==> src/rtl/usb_gnak_pkg.sv <==
package usb_gnak_pkg;
    // Handshake codes returned for every transaction
    typedef enum logic [1:0] {
        HS_ACK   = 2'b00,
        HS_NAK   = 2'b01,
        HS_STALL = 2'b10
    } hs_e;

    localparam int N_DIR   = 2;
    localparam int DIR_OUT = 0;
    localparam int DIR_IN  = 1;

    // Control word bit positions (set/clear pairs are per direction: 2*d, 2*d+1)
    localparam int CTL_INIT_BIT = 2 * N_DIR;
    localparam int CTL_STS_BASE = CTL_INIT_BIT + 1;

    localparam logic ADDR_CTL  = 1'b0;
    localparam logic ADDR_FLAG = 1'b1;
endpackage

==> src/rtl/gnak_dir.sv <==
// gnak_dir: override state for one transfer direction.
// Holds the status bit, an armed marker and the effective flag.
// Assumes set/clear/flag-clear are one-cycle pulses and busy is a level.
module gnak_dir (
    input  logic clk,
    input  logic rst_n,
    input  logic set_req,
    input  logic clr_req,
    input  logic flag_clr,
    input  logic busy,
    output logic sts,
    output logic flag
);
    logic armed;
    logic raise;

    // Confirmation fires once status is on and no transaction is running
    assign raise = armed && sts && !busy;

    // Status, armed marker and flag update; clear beats set, raise beats W1C
    always_ff @(posedge clk) begin
        if (!rst_n) begin
            sts   <= 1'b0;
            armed <= 1'b0;
            flag  <= 1'b0;
        end else begin
            if (clr_req)
                sts <= 1'b0;
            else if (set_req)
                sts <= 1'b1;

            if (clr_req || raise)
                armed <= 1'b0;
            else if (set_req && !sts && !flag && !armed)
                armed <= 1'b1;

            if (raise)
                flag <= 1'b1;
            else if (flag_clr)
                flag <= 1'b0;
        end
    end
endmodule

==> src/rtl/gnak_hs_sel.sv <==
// gnak_hs_sel: combinational handshake selection for one transaction.
// Assumes the override status bits are registered elsewhere.
module gnak_hs_sel
    import usb_gnak_pkg::*;
(
    input  logic [N_DIR-1:0] gnak_sts,
    input  logic             txn_valid,
    input  logic             txn_is_in,
    input  logic             fifo_ready,
    input  logic             ep_nak,
    input  logic             ep_stall,
    output logic [1:0]       hs_code,
    output logic             keep_data
);
    hs_e hs;
    logic dir_gnak;

    assign dir_gnak = txn_is_in ? gnak_sts[DIR_IN] : gnak_sts[DIR_OUT];

    // Priority: global override, then STALL, then NAK/not ready, then ACK
    always_comb begin
        if (dir_gnak)
            hs = HS_NAK;
        else if (ep_stall)
            hs = HS_STALL;
        else if (ep_nak || !fifo_ready)
            hs = HS_NAK;
        else
            hs = HS_ACK;
    end

    assign hs_code   = hs;
    assign keep_data = txn_valid && !txn_is_in && (hs == HS_ACK);
endmodule

==> src/rtl/gnak_regif.sv <==
// gnak_regif: decodes the two-word register window and builds read data.
// Assumes one write per cycle; read data is combinational from reg_addr.
module gnak_regif
    import usb_gnak_pkg::*;
#(
    parameter int REG_W = 8
) (
    input  logic             clk,
    input  logic             rst_n,
    input  logic             reg_wr,
    input  logic             reg_addr,
    input  logic [REG_W-1:0] reg_wdata,
    input  logic [N_DIR-1:0] sts,
    input  logic [N_DIR-1:0] flag,
    output logic [N_DIR-1:0] set_req,
    output logic [N_DIR-1:0] clr_req,
    output logic [N_DIR-1:0] flag_clr,
    output logic [REG_W-1:0] reg_rdata
);
    logic init_done;
    logic wr_ctl;
    logic wr_flag;
    logic unused_hi;

    assign wr_ctl    = reg_wr && (reg_addr == ADDR_CTL);
    assign wr_flag   = reg_wr && (reg_addr == ADDR_FLAG);
    assign unused_hi = ^reg_wdata;

    // Per-direction request decode
    for (genvar d = 0; d < N_DIR; d++) begin : g_dec
        assign set_req[d]  = wr_ctl  && reg_wdata[2*d];
        assign clr_req[d]  = wr_ctl  && reg_wdata[2*d+1];
        assign flag_clr[d] = wr_flag && reg_wdata[d];
    end

    // Initialization-complete bit, plain read/write
    always_ff @(posedge clk) begin
        if (!rst_n)
            init_done <= 1'b0;
        else if (wr_ctl)
            init_done <= reg_wdata[CTL_INIT_BIT];
    end

    // Read mux: request bits always read zero
    always_comb begin
        reg_rdata = '0;
        if (reg_addr == ADDR_CTL) begin
            reg_rdata[CTL_INIT_BIT] = init_done;
            reg_rdata[CTL_STS_BASE +: N_DIR] = sts;
        end else begin
            reg_rdata[N_DIR-1:0] = flag;
        end
    end
endmodule

==> src/rtl/usb_gnak_ctrl.sv <==
// usb_gnak_ctrl: global IN/OUT NAK override and handshake selection.
// Assumes busy inputs are high for the whole of a running transaction.
module usb_gnak_ctrl
    import usb_gnak_pkg::*;
#(
    parameter int REG_W = 8
) (
    input  logic             clk,
    input  logic             rst_n,
    input  logic             reg_wr,
    input  logic             reg_addr,
    input  logic [REG_W-1:0] reg_wdata,
    output logic [REG_W-1:0] reg_rdata,
    input  logic             out_busy,
    input  logic             in_busy,
    input  logic             txn_valid,
    input  logic             txn_is_in,
    input  logic             fifo_ready,
    input  logic             ep_nak,
    input  logic             ep_stall,
    output logic [1:0]       hs_code,
    output logic             keep_data,
    output logic             out_nak_sts,
    output logic             in_nak_sts,
    output logic             out_eff_flag,
    output logic             in_eff_flag
);
    logic [N_DIR-1:0] set_req, clr_req, flag_clr, busy, sts, flag;

    assign busy[DIR_OUT] = out_busy;
    assign busy[DIR_IN]  = in_busy;

    gnak_regif #(.REG_W(REG_W)) u_regif (
        .clk      (clk),
        .rst_n    (rst_n),
        .reg_wr   (reg_wr),
        .reg_addr (reg_addr),
        .reg_wdata(reg_wdata),
        .sts      (sts),
        .flag     (flag),
        .set_req  (set_req),
        .clr_req  (clr_req),
        .flag_clr (flag_clr),
        .reg_rdata(reg_rdata)
    );

    // One override state machine per direction
    for (genvar d = 0; d < N_DIR; d++) begin : g_dir
        gnak_dir u_dir (
            .clk     (clk),
            .rst_n   (rst_n),
            .set_req (set_req[d]),
            .clr_req (clr_req[d]),
            .flag_clr(flag_clr[d]),
            .busy    (busy[d]),
            .sts     (sts[d]),
            .flag    (flag[d])
        );
    end

    gnak_hs_sel u_hs (
        .gnak_sts  (sts),
        .txn_valid (txn_valid),
        .txn_is_in (txn_is_in),
        .fifo_ready(fifo_ready),
        .ep_nak    (ep_nak),
        .ep_stall  (ep_stall),
        .hs_code   (hs_code),
        .keep_data (keep_data)
    );

    assign out_nak_sts  = sts[DIR_OUT];
    assign in_nak_sts   = sts[DIR_IN];
    assign out_eff_flag = flag[DIR_OUT];
    assign in_eff_flag  = flag[DIR_IN];
endmodule

==> config.mk <==
export PLATFORM = sky130hd
export DESIGN_NAME = usb_gnak_ctrl
export DESIGN_NICKNAME = d
export VERILOG_FILES = /design/src/rtl/usb_gnak_pkg.sv /design/src/rtl/gnak_dir.sv /design/src/rtl/gnak_hs_sel.sv /design/src/rtl/gnak_regif.sv /design/src/rtl/usb_gnak_ctrl.sv
export SDC_FILE = /design/constraint.sdc
export NUM_CORES = 1
export LEC_CHECK = 0
export BUFFER_PORTS_ARGS = -buffer_cell sky130_fd_sc_hd__buf_4
export CELL_PAD_IN_SITES_DETAIL_PLACEMENT = 0
export CELL_PAD_IN_SITES_GLOBAL_PLACEMENT = 1
export CORE_AREA = 2 2 44 46
export CTS_BUF_LIST = sky130_fd_sc_hd__clkbuf_8
export CTS_CLUSTER_SIZE = 10
export DETAILED_ROUTE_END_ITERATION = 8
export DIE_AREA = 0 0 46 48
export GPL_ROUTABILITY_DRIVEN = 0
export PLACE_DENSITY_LB_ADDON = 0.1
export SETUP_SLACK_MARGIN = 0.3
export SLEW_MARGIN = 25
export SYNTH_ARGS = -nofsm -noshare
export SYNTH_HDL_FRONTEND = slang
export SYNTH_HIERARCHICAL = 1
export SYNTH_SLANG_ARGS = --single-unit
==> constraint.sdc <==
create_clock -name clk -period 1 [get_ports clk]
set_input_delay 0.1 -clock clk [delete_from_list [all_inputs] [get_ports clk]]
set_output_delay 0.1 -clock clk [all_outputs]
set_load 0.01 [all_outputs]
==> After elaboration in Yosys (flattened, before gate mapping) <==
Index checks and enable logic that the tools add are counted.
Widths: inputs -> output; s select.
{ "totals": {"reg_bits": 7, "out_inout_bits": 15, "word_cells": 59} }
{ "classes": {"muxes": 10, "bitwise_logic": 2, "n_reduce_logical": 40} }
{ "op_table": {"columns": ["cell", "count"], "rows": [
  ["$logic_and 1x1->1", 20],
  ["$logic_not 1->1", 10],
  ["$reduce_or 2->1", 4],
  ["$mux 1", 6],
  ["$mux 2", 3],
  ["$reduce_bool 2->1", 2],
  ["$logic_or 1x1->1", 3],
  ["$mux 3", 1],
  ["$logic_not 2->1", 1],
  ["$not 1->1", 2]
]} }

==> Depth between registers and ports, before layout <==
Gate-level depths: netlist of run 1.
{ "logic_depth": {"ltp_word": 7, "ltp_mapped": 4, "depth_no_buf": 4} }

==> Modules after synthesis <==
Netlist of run 1, hierarchy kept.
{ "modules_own_cells": {"columns": ["module", "n_inst", "cells_each", "area_each_um2"], "rows": [
  ["gnak_dir", 2, 14, 116.4],
  ["gnak_regif", 1, 20, 158.9],
  ["gnak_hs_sel", 1, 6, 41.3]
]} }

==> Least setup slack after synthesis of run 1 <==
No wires, ideal clock.
{ "synth_timing": {"kind": "flip-flop to output port", "start": "register g_dir[0].u_dir.sts", "end": "output port hs_code[1]", "arrival_ns": 0.744, "path_slack_ns": 0.156, "path_stages_with_launch": 3, "n_path_buf": 0, "cell_sequence": "dfxtp_1 > mux2i_1 > and2_1"} }
{ "synth_via": {"elab_chain_cells": 2} }
{ "synth_rtl": {"columns": ["element", "line", "text"], "rows": [
  ["from (decl)", "gnak_dir.sv:11", "output logic sts,"],
  ["from (signal assigned)", "gnak_dir.sv:23", "sts <= 1'b0;"],
  ["from (signal assigned)", "gnak_dir.sv:28", "sts <= 1'b0;"],
  ["from (signal assigned)", "gnak_dir.sv:30", "sts <= 1'b1;"],
  ["$mux 1", "gnak_hs_sel.sv:18", "assign dir_gnak = txn_is_in ? gnak_sts[DIR_IN] : gnak_sts[DIR_OUT];"],
  ["$mux 2", "gnak_hs_sel.sv:22", "if (dir_gnak)"],
  ["to (decl)", "usb_gnak_ctrl.sv:21", "output logic [1:0] hs_code,"]
]} }
No other way between the ends.

==> Final worst setup path of run 1 <==
Same ends and word-level chain as after synthesis.

==> impl.org, run 1 <==
** Run status
- Run status :: finished with violations
- The final reports fail on negative setup slack.

** Setup path
- The worst setup path is of the register to primary output kind.
- STA classifies the critical path startpoint as a register.
- STA classifies the critical path endpoint as a primary output.
- In this design, the stage delay of the slowest critical-path cell is 0.35 ns.
- Arrival time of the worst setup path :: 0.98 ns
- Ordered cell list for the critical path :: mux2i_1, and2_1, buf_4
- In this run the critical register-to-register path is captured at g_dir[1].u_dir/armed$_SDFFE_PP0P_.
- The worst register-to-register path has a setup slack of 0.11 ns.
- Slowest library cell on the worst path :: sky130_fd_sc_hd__dfxtp_4
- Data on the critical path is required at its endpoint by around 0.90 ns.
- Maximum fanout along the worst path :: 4
- Worst R2R Path Depth :: 5
- The worst register-to-register path begins at g_dir[1].u_dir/sts$_SDFFE_PP0P_.

** GRT
- The total overflow left after global routing is 0.
- Entering global routing, the biggest net connects 9 pins.
- Global-route wire length before repair :: 1.68 mm
- All-Layer GR Usage :: 0.111
- Antenna violations before repair :: 0
- The via count of the first global-routing pass is 404.

** Final layout
- Filler Cells Inserted :: 168
- Post-route cell area :: 841 sq um
- Diodes inserted :: 0
- Once layout is complete, the utilization of the core stands at 0.498.
- Of the cells placed in the final design, the portion with a size suffix greater than 1 is 0.678.
- Layout Nets :: 110
- Relative to the synthesized area, the layout overhead comes to 94.2%.

** Yosys
- After synthesis, the cell types taking the most area are sky130_fd_sc_hd__dfxtp_1 32%, sky130_fd_sc_hd__and2_2 10%, sky130_fd_sc_hd__nor2_1 6.1%, sky130_fd_sc_hd__and2b_2 6.1%, sky130_fd_sc_hd__nand2b_1 5.8%.
- In this run, synthesis inferred 0 flip-flops with an integrated enable.
- Top-area cell type share of the netlist area :: 0.324
- Synthesis handed over a netlist of 54 instances.
- Register area share after synthesis :: 0.324
- Commonest register cell after synthesis :: sky130_fd_sc_hd__dfxtp_1
- Counting flops and latches in the post-synthesis netlist gives 7.
- The synthesized design spends more area on one cell type than any other, namely sky130_fd_sc_hd__dfxtp_1.
- After synthesis, the share of flip-flops with an asynchronous set or reset is 0.
- Yosys printed 6 warnings.
- Summing every instance area after synthesis gives 433 sq um.
- A synthesized cell averages 8.02 sq um.
- Top cell types by occurrence after synthesis :: 7 x sky130_fd_sc_hd__dfxtp_1, 7 x sky130_fd_sc_hd__nor2_1, 6 x sky130_fd_sc_hd__and2_2
- Number of distinct library cells after synthesis :: 20

** Floorplanning
- The core region is approximately 0.0017 sq mm.
- The initial utilization of the core area, before any placement, comes to 0.256.
- Row generation in the floorplan step produced 15 rows.
- Die Outline Area :: around 0.0022 sq mm
- Die H :: 48 um
- Pin placement for this block handled 34 I/O pins.
- In this run the horizontal extent of the chip is between 40 and 50 um.

** Power
- In this run the power density over the cells is 1020 mW/mm^2.
- Maximum ir drop on the vdd rail :: 0.597 mV
- Cell leakage power :: 0.000401 uW

** Hold path
- In this run the worst hold path is classified as input port to register.
- Along the worst hold path, the cell count comes to 3.
- The worst hold path begins at reg_wdata[4].
- For hold timing, the worst endpoint is u_regif/init_done$_SDFFE_PN0P_.

** Placement
- Port buffer count :: 27
- Dpl cell area :: 659 sq um
- Placement-stage worst setup slack :: 0.137 ns

** Flow run
- Max-cap violations in this run came to 0.

** STA
- The final hold violation count came to 0.
- For this run, the top clock speed supported by timing is ~920 MHz.
- Setup violations remaining at the end of the flow were counted as 4.
- Setup slack on the critical path of the routed design comes to -0.0848 ns.
- Tcrit/Tclk final :: 1.08
- Fin. max-slew vios :: 0
- Summed negative setup slack over all endpoints :: -0.215 ns
- Setup clock skew after layout :: 0.000425 ns
- For the finished layout, the period the worst path requires is 1.08 ns.
- Setup repair after global routing could not meet its margin everywhere.

** Clock tree
- Clock latency of the later-clocked register in the worst-skew pair :: 0.22 ns
- Clock buffer count from CTS :: 3
- Clk buf depth :: 2
- Number of hold buffers added after cts :: 0
- TritonCTS clock tree :: yes
- Clock-pin slew was measured on the worst setup and hold paths at 0.04 ns.
- CTS HTree Levels :: 1
- Number of clock sinks seen by CTS :: 7
- CTS Root Buffer Type :: sky130_fd_sc_hd__clkbuf_8

** Routing
- DRC violations left :: 0
- Routed via count :: 453
- DR vias/cell :: 4.23
- Final routed wire length divided by cell count :: 9.29 um
- Wires add up to about 990 um.
- Initial detailed-routing violation count :: 1
- Router iterations before antenna repair :: 3
- Post-route antenna net violation count :: 0
-- worst max-delay path, delay by kind of cell, from the launching register on --
kind                   cells  cell delay [ns]
buffers and inverters      1             0.11
DFF                        1             0.35
muxes                      1             0.15
and+or+nand+nor            1             0.15
-- layout by cell type (no fill, tap or decap) --
| master | netlist | routed |
|---|---|---|
| sky130_fd_sc_hd__a21boi_1 | 2 | 2 |
| sky130_fd_sc_hd__dfxtp_2 | 0 | 3 |
| sky130_fd_sc_hd__mux2i_1 | 2 | 2 |
| sky130_fd_sc_hd__nor2b_4 | 0 | 1 |
| sky130_fd_sc_hd__and2_4 | 0 | 2 |
| sky130_fd_sc_hd__buf_4 | 3 | 18 |
| sky130_fd_sc_hd__dfxtp_1 | 7 | 2 |
| sky130_fd_sc_hd__nand3b_1 | 2 | 2 |
| sky130_fd_sc_hd__nor2_4 | 0 | 2 |
| sky130_fd_sc_hd__o21ai_2 | 0 | 1 |
| sky130_fd_sc_hd__nand2b_1 | 4 | 3 |
| sky130_fd_sc_hd__o21ai_1 | 2 | 2 |
| sky130_fd_sc_hd__inv_2 | 0 | 1 |
| sky130_fd_sc_hd__nor2b_1 | 1 | 1 |
| sky130_fd_sc_hd__a21oi_1 | 2 | 2 |
| sky130_fd_sc_hd__nor2_2 | 0 | 3 |
| sky130_fd_sc_hd__clkbuf_8 | 0 | 3 |
| sky130_fd_sc_hd__buf_6 | 0 | 15 |
| sky130_fd_sc_hd__inv_1 | 2 | 2 |
| sky130_fd_sc_hd__dfxtp_4 | 0 | 2 |
| sky130_fd_sc_hd__and2b_2 | 3 | 3 |
| sky130_fd_sc_hd__and3_2 | 2 | 2 |
| sky130_fd_sc_hd__and2_2 | 6 | 4 |
| sky130_fd_sc_hd__and2_1 | 1 | 1 |
| sky130_fd_sc_hd__and4b_1 | 1 | 1 |
| sky130_fd_sc_hd__nor2_1 | 7 | 2 |
| sky130_fd_sc_hd__nand2b_4 | 0 | 1 |
| sky130_fd_sc_hd__conb_1 | 1 | 3 |
| sky130_fd_sc_hd__nand2_1 | 4 | 4 |
-- cells by family after synthesis --
group                  share of synthesized area
buffers and inverters                     0.0694
and+or+nand+nor                            0.460
AOI/OAI and AO/OA                         0.0925
DFF                                        0.324
other                                    0.00866
muxes                                     0.0462
-- report_power, final --
part	switching [uW]	internal [uW]	leakage, uW
Clock	120	265	0.0000269
Combinational	68.6	109	0.000315
Sequential	7.12	288	0.0000599
-- stage by stage --
step	hold WS, ns	instances	total power [uW]
global placement	0.363	97	451
global route	0.139	107	919
detailed placement	0.365	97	451
CTS	0.116	106	865
finish	0.123	107	859
floorplan	0.217	56	375
-- per-layer routing --
layer	vias up	routed length, um	track usage
li1	241	-	-
met1	196	437	0.141
met2	14	487	0.164
met3	2	58	0.0226
met4	0	10	0.0857
met5	-	0	0
-- registers in the layout (all words and copies together), names as in the netlist --
register	cells
u_regif/init_done	1
g_dir.u_dir/armed	2
g_dir.u_dir/flag	2
g_dir.u_dir/sts	2
-- repair_timing --
item / in CTS / in global routing
setup buffers: 5 / 1
gates cloned: 0 / 0
endpoints found under the setup margin: 14 / 18
pin swaps: 11 / 7
gates resized for setup: 21 / 10
-- cell type report --
class                   count  area, sq um  share of cell area
clock inverters             1         3.75             0.00446
flip-flops and latches      7          151               0.180
multi-input cells          44          312               0.371
clock buffers               3         41.3              0.0491
well taps                  17         21.3              0.0253
repair buffers             33          304               0.362
inverters                   2         7.51             0.00893
-- worst max-delay path by stage --
| stage | from | to | slack (ns) | cells past startpoint |
|---|---|---|---|---|
| floorplan | g_dir[0].u_dir/sts$_SDFFE_PP0P_ | hs_code[1] | 0.24 | 2 |
| detailed placement | g_dir[0].u_dir/sts$_SDFFE_PP0P_ | hs_code[1] | 0.14 | 3 |
| global route | g_dir[1].u_dir/sts$_SDFFE_PP0P_ | hs_code[1] | -0.12 | 3 |
| CTS | g_dir[1].u_dir/sts$_SDFFE_PP0P_ | hs_code[1] | -0.09 | 3 |
| global placement | reg_wr | g_dir[1].u_dir/armed$_SDFFE_PP0P_ | 0.15 | 5 |
| finish | g_dir[0].u_dir/sts$_SDFFE_PP0P_ | hs_code[1] | -0.08 | 3 |
(Power assumes the default switching activity.)
==> run 2: changes to the inputs <==
- PLACE_DENSITY: default -> 0.88
- PLACE_DENSITY_LB_ADDON: 0.1 -> default
==> run 2 against run 1 <==
  * The run still ends with negative setup slack left
  * Worst setup slack worse by 0.0027 ns
  * Wire length up 22%
  * Clock-buffer cell count unchanged
  * Combinational power up 4%
  * Register-to-register slack worse by 0.07 ns
  * Clock power about the same
  * Core utilization up 0.52 points
  * First-iteration DRC count unchanged
  * Worst hold slack worse by 0.00050 ns
  * Sequential power about the same
  * Cell count up 2.8%
==> impl.org, run 2 (synthesis gave the netlist of run 1 again) <==
** Run status
- Run status: finished with violations (unchanged).
- Failing checks :: negative setup slack (unchanged)

** Routing
- The total wire length after detailed routing is 1.22 mm (was 994 um).
- The total via count in the routed design is 495 (was 453).
- DRC violations left :: 0 (unchanged)
- Post-route antenna net violation count :: 0 (unchanged)
- The detail-routed net length per standard cell is 11.0 um (was 9.29 um).
- The initial DRC count is 1 (unchanged).
- DR vias/cell :: 4.50 (was 4.23)
- The length of the first detailed-routing pass in iterations was 3 (unchanged).

** Final layout
- The count of antenna diodes in the layout is 0 (unchanged).
- Final core utilization :: 0.503 (was 0.498)
- The layout filler cell count is 170 (was 168).
- Largest registers: g_dir.u_dir/armed x2, g_dir.u_dir/flag x2, g_dir.u_dir/sts x2 (unchanged).
- The fraction of layout instances using a drive strength above 1 is 0.677 (was 0.678).
- The layout overhead on the synthesized area was 96.2% (was 94.2%).
- Post-route cell area :: 850 sq um (was 841 sq um)
- Commonest cells after routing, fill and taps aside :: 22 x sky130_fd_sc_hd__buf_4, 14 x sky130_fd_sc_hd__buf_6, 5 x sky130_fd_sc_hd__nor2_1 (was 18 x sky130_fd_sc_hd__buf_4, 15 x sky130_fd_sc_hd__buf_6, 4 x sky130_fd_sc_hd__nand2_1, 4 x sky130_fd_sc_hd__and2_2)
- Layout Nets :: 113 (was 110)
- The commonest non-fill, non-tap cell in the layout was sky130_fd_sc_hd__buf_4 (unchanged).

** STA
- The final setup violation count was 4 (unchanged).
- Achievable Freq :: 920 MHz (was 922 MHz)
- Min Clock Period, post-route :: 1.09 ns (was 1.08 ns)
- The share of the cycle needed by the critical path after routing came to 1.09 (was 1.08).
- The final worst clock skew was 0.00360 ns (was 0.000425 ns).
- The final max-slew violation count was 0 (unchanged).
- RSZ-0062 raised after global routing :: yes (unchanged)
- The minimum setup slack in the final design was -0.0875 ns (was -0.0848 ns).
- Summed negative setup slack over all endpoints :: -0.180 ns (was -0.215 ns)
- The final hold violation count is 0 (unchanged).

** Power
- Power per Cell Area :: 1020 mW/mm^2 (about the same)
- The combinational power share is 0.214 (was 0.207).
- Cell leakage power :: 0.000409 uW (was 0.000401 uW)
- The switching power as a share of total power is 0.230 (was 0.228).
- The cell internal power dissipation was 669 uW (was 663 uW).
- Maximum ir drop on the vdd rail :: 0.819 mV (was 0.597 mV)
- Net switching power :: 199 uW (was 196 uW)
- The portion of total power attributed to the clock network came to 0.443 (was 0.449).
- The sequential share of power came to 0.342 (was 0.344).

** Setup path
- Kind of cell adding the most delay to the critical path :: flip-flops (unchanged)
- Ordered cell list for the critical path: mux2i_2, and2_1, buf_4 (was mux2i_1, and2_1, buf_4).
- The biggest fanout along the worst timing path came to 4 (unchanged).
- Arrival time of the worst setup path :: 0.99 ns (was 0.98 ns)
- CP Class :: register to primary output (unchanged)
- Bufs and invs on worst path :: 1 (unchanged)
- R2R setup slack :: 0.04 ns (was 0.11 ns)
- Sort of element at the end of the critical path :: primary output (unchanged)
- Launching element type of the critical path :: register (unchanged)
- The path depth of the worst reg2reg path was 6 (was 5).
- Slowest library cell on the worst path :: sky130_fd_sc_hd__dfxtp_4 (unchanged)
- Data required time at the worst endpoint :: 0.90 ns (about the same)
- Number of stages on the worst setup path :: 3 (unchanged)
- The delay of the slowest critical-path stage was 0.35 ns (about the same).

** Clock tree
- The insertion delay of the later-clocked pin in the worst-skew pair is 0.22 ns (about the same).
- The TritonCTS buffer count was 3 (unchanged).
- Number of clock sinks seen by CTS :: 7 (unchanged)
- The count of hold-fix buffers inserted at cts is 0 (unchanged).
- The clock transition at the registers of the reported paths came to 0.04 ns (about the same).
- CTS Root Buffer Type :: sky130_fd_sc_hd__clkbuf_8 (unchanged)
- TritonCTS clock tree :: yes (unchanged)
- CTS HTree Levels :: 1 (unchanged)
- The number of buffers on the longest clock path is 2 (unchanged).

** Placement
- The count of input and output buffers is 27 (unchanged).
- The placement-stage cell area came to 659 sq um (unchanged).

** GRT
- The first-pass GRT wire length was 1.77 mm (was 1.68 mm).
- The remaining global-route overflow came to 0 (unchanged).
- The initial antenna violation count was 0 (unchanged).
- The total routing resource utilization after global routing is 0.116 (was 0.111).
- The largest net degree at the start of global routing was 9 (unchanged).
- The via count of the first global-routing pass was 426 (was 404).

** Flow run
- The count of max-cap constraint violations was 0 (unchanged).

** Floorplanning
- The overall die area came to 0.00221 sq mm (unchanged).
- The starting utilization of the core area came to 0.256 (unchanged).
- Die H :: 48 um (unchanged)
- The x dimension of the die was 46 um (unchanged).
- The top-level I/O count is 34 (unchanged).
- Number of rows in the core area :: 15 (unchanged)
- The area of the placeable core is 0.00169 sq mm (unchanged).

** Hold path
- The instance count along the most critical hold path came to 3 (unchanged).
- The worst min-delay path category is input port to register (unchanged).
run 2: power groups by stage:
stage / registers (uW) / clock network (uW) / logic, uW
2_1_floorplan: 304 / 0 / 71.5
3_3_place_gp: 304 / 0 / 145
3_5_place_dp: 304 / 0 / 147
4_1_cts: 295 / 393 / 174
5_1_grt: 299 / 424 / 202
6_report: 297 / 385 / 186
run 2: worst min-delay path, cell delays in order:
cell                      delay (ns)
sky130_fd_sc_hd__buf_4          0.11
sky130_fd_sc_hd__nand2_1        0.04
sky130_fd_sc_hd__mux2i_1        0.05
run 2: through the flow:
| step | setup slack, ns | total power [uW] | std cells | hold slack [ns] |
|---|---|---|---|---|
| 5_1_grt | -0.126 | 924 | 110 | 0.126 |
| 6_report | -0.0875 | 868 | 110 | 0.123 |
| 3_5_place_dp | 0.130 | 452 | 97 | 0.371 |
| 4_1_cts | -0.103 | 862 | 107 | 0.124 |
| 2_1_floorplan | 0.242 | 375 | 56 | 0.217 |
| 3_3_place_gp | 0.144 | 449 | 97 | 0.362 |
run 2: layout make-up:
class                      instances  area [sq um]  share of cell area
clock buffer                       3          41.3              0.0486
clock inverter                     1          3.75             0.00442
inverter                           2          7.51             0.00884
multi-input combinational         44           302               0.355
sequential                         7           151               0.178
tap                               17          21.3              0.0250
timing repair buffer              36           323               0.380
run 2: worst paths after layout:
path	start	end
max reg2reg	g_dir[0].u_dir/sts$_SDFFE_PP0P_	g_dir[0].u_dir/armed$_SDFFE_PP0P_
max	g_dir[1].u_dir/sts$_SDFFE_PP0P_	hs_code[1]
min	reg_wdata[4]	u_regif/init_done$_SDFFE_PN0P_
min reg2reg	u_regif/init_done$_SDFFE_PN0P_	u_regif/init_done$_SDFFE_PN0P_
run 2: metal layers:
layer | track usage | share of wire | vias to the layer above
li1 | - | - | 247
met1 | 0.131 | 0.38 | 225
met2 | 0.194 | 0.55 | 23
met3 | 0.0226 | 0.073 | 0
met4 | 0.0857 | 0 | 0
met5 | 0 | 0 | -
run 2: what timing repair did:
action,CTS,global route
buffers inserted,6,3
gates resized for setup,21,6
endpoints found under the setup margin,14,18
gates cloned,0,0
pin swaps,10,4
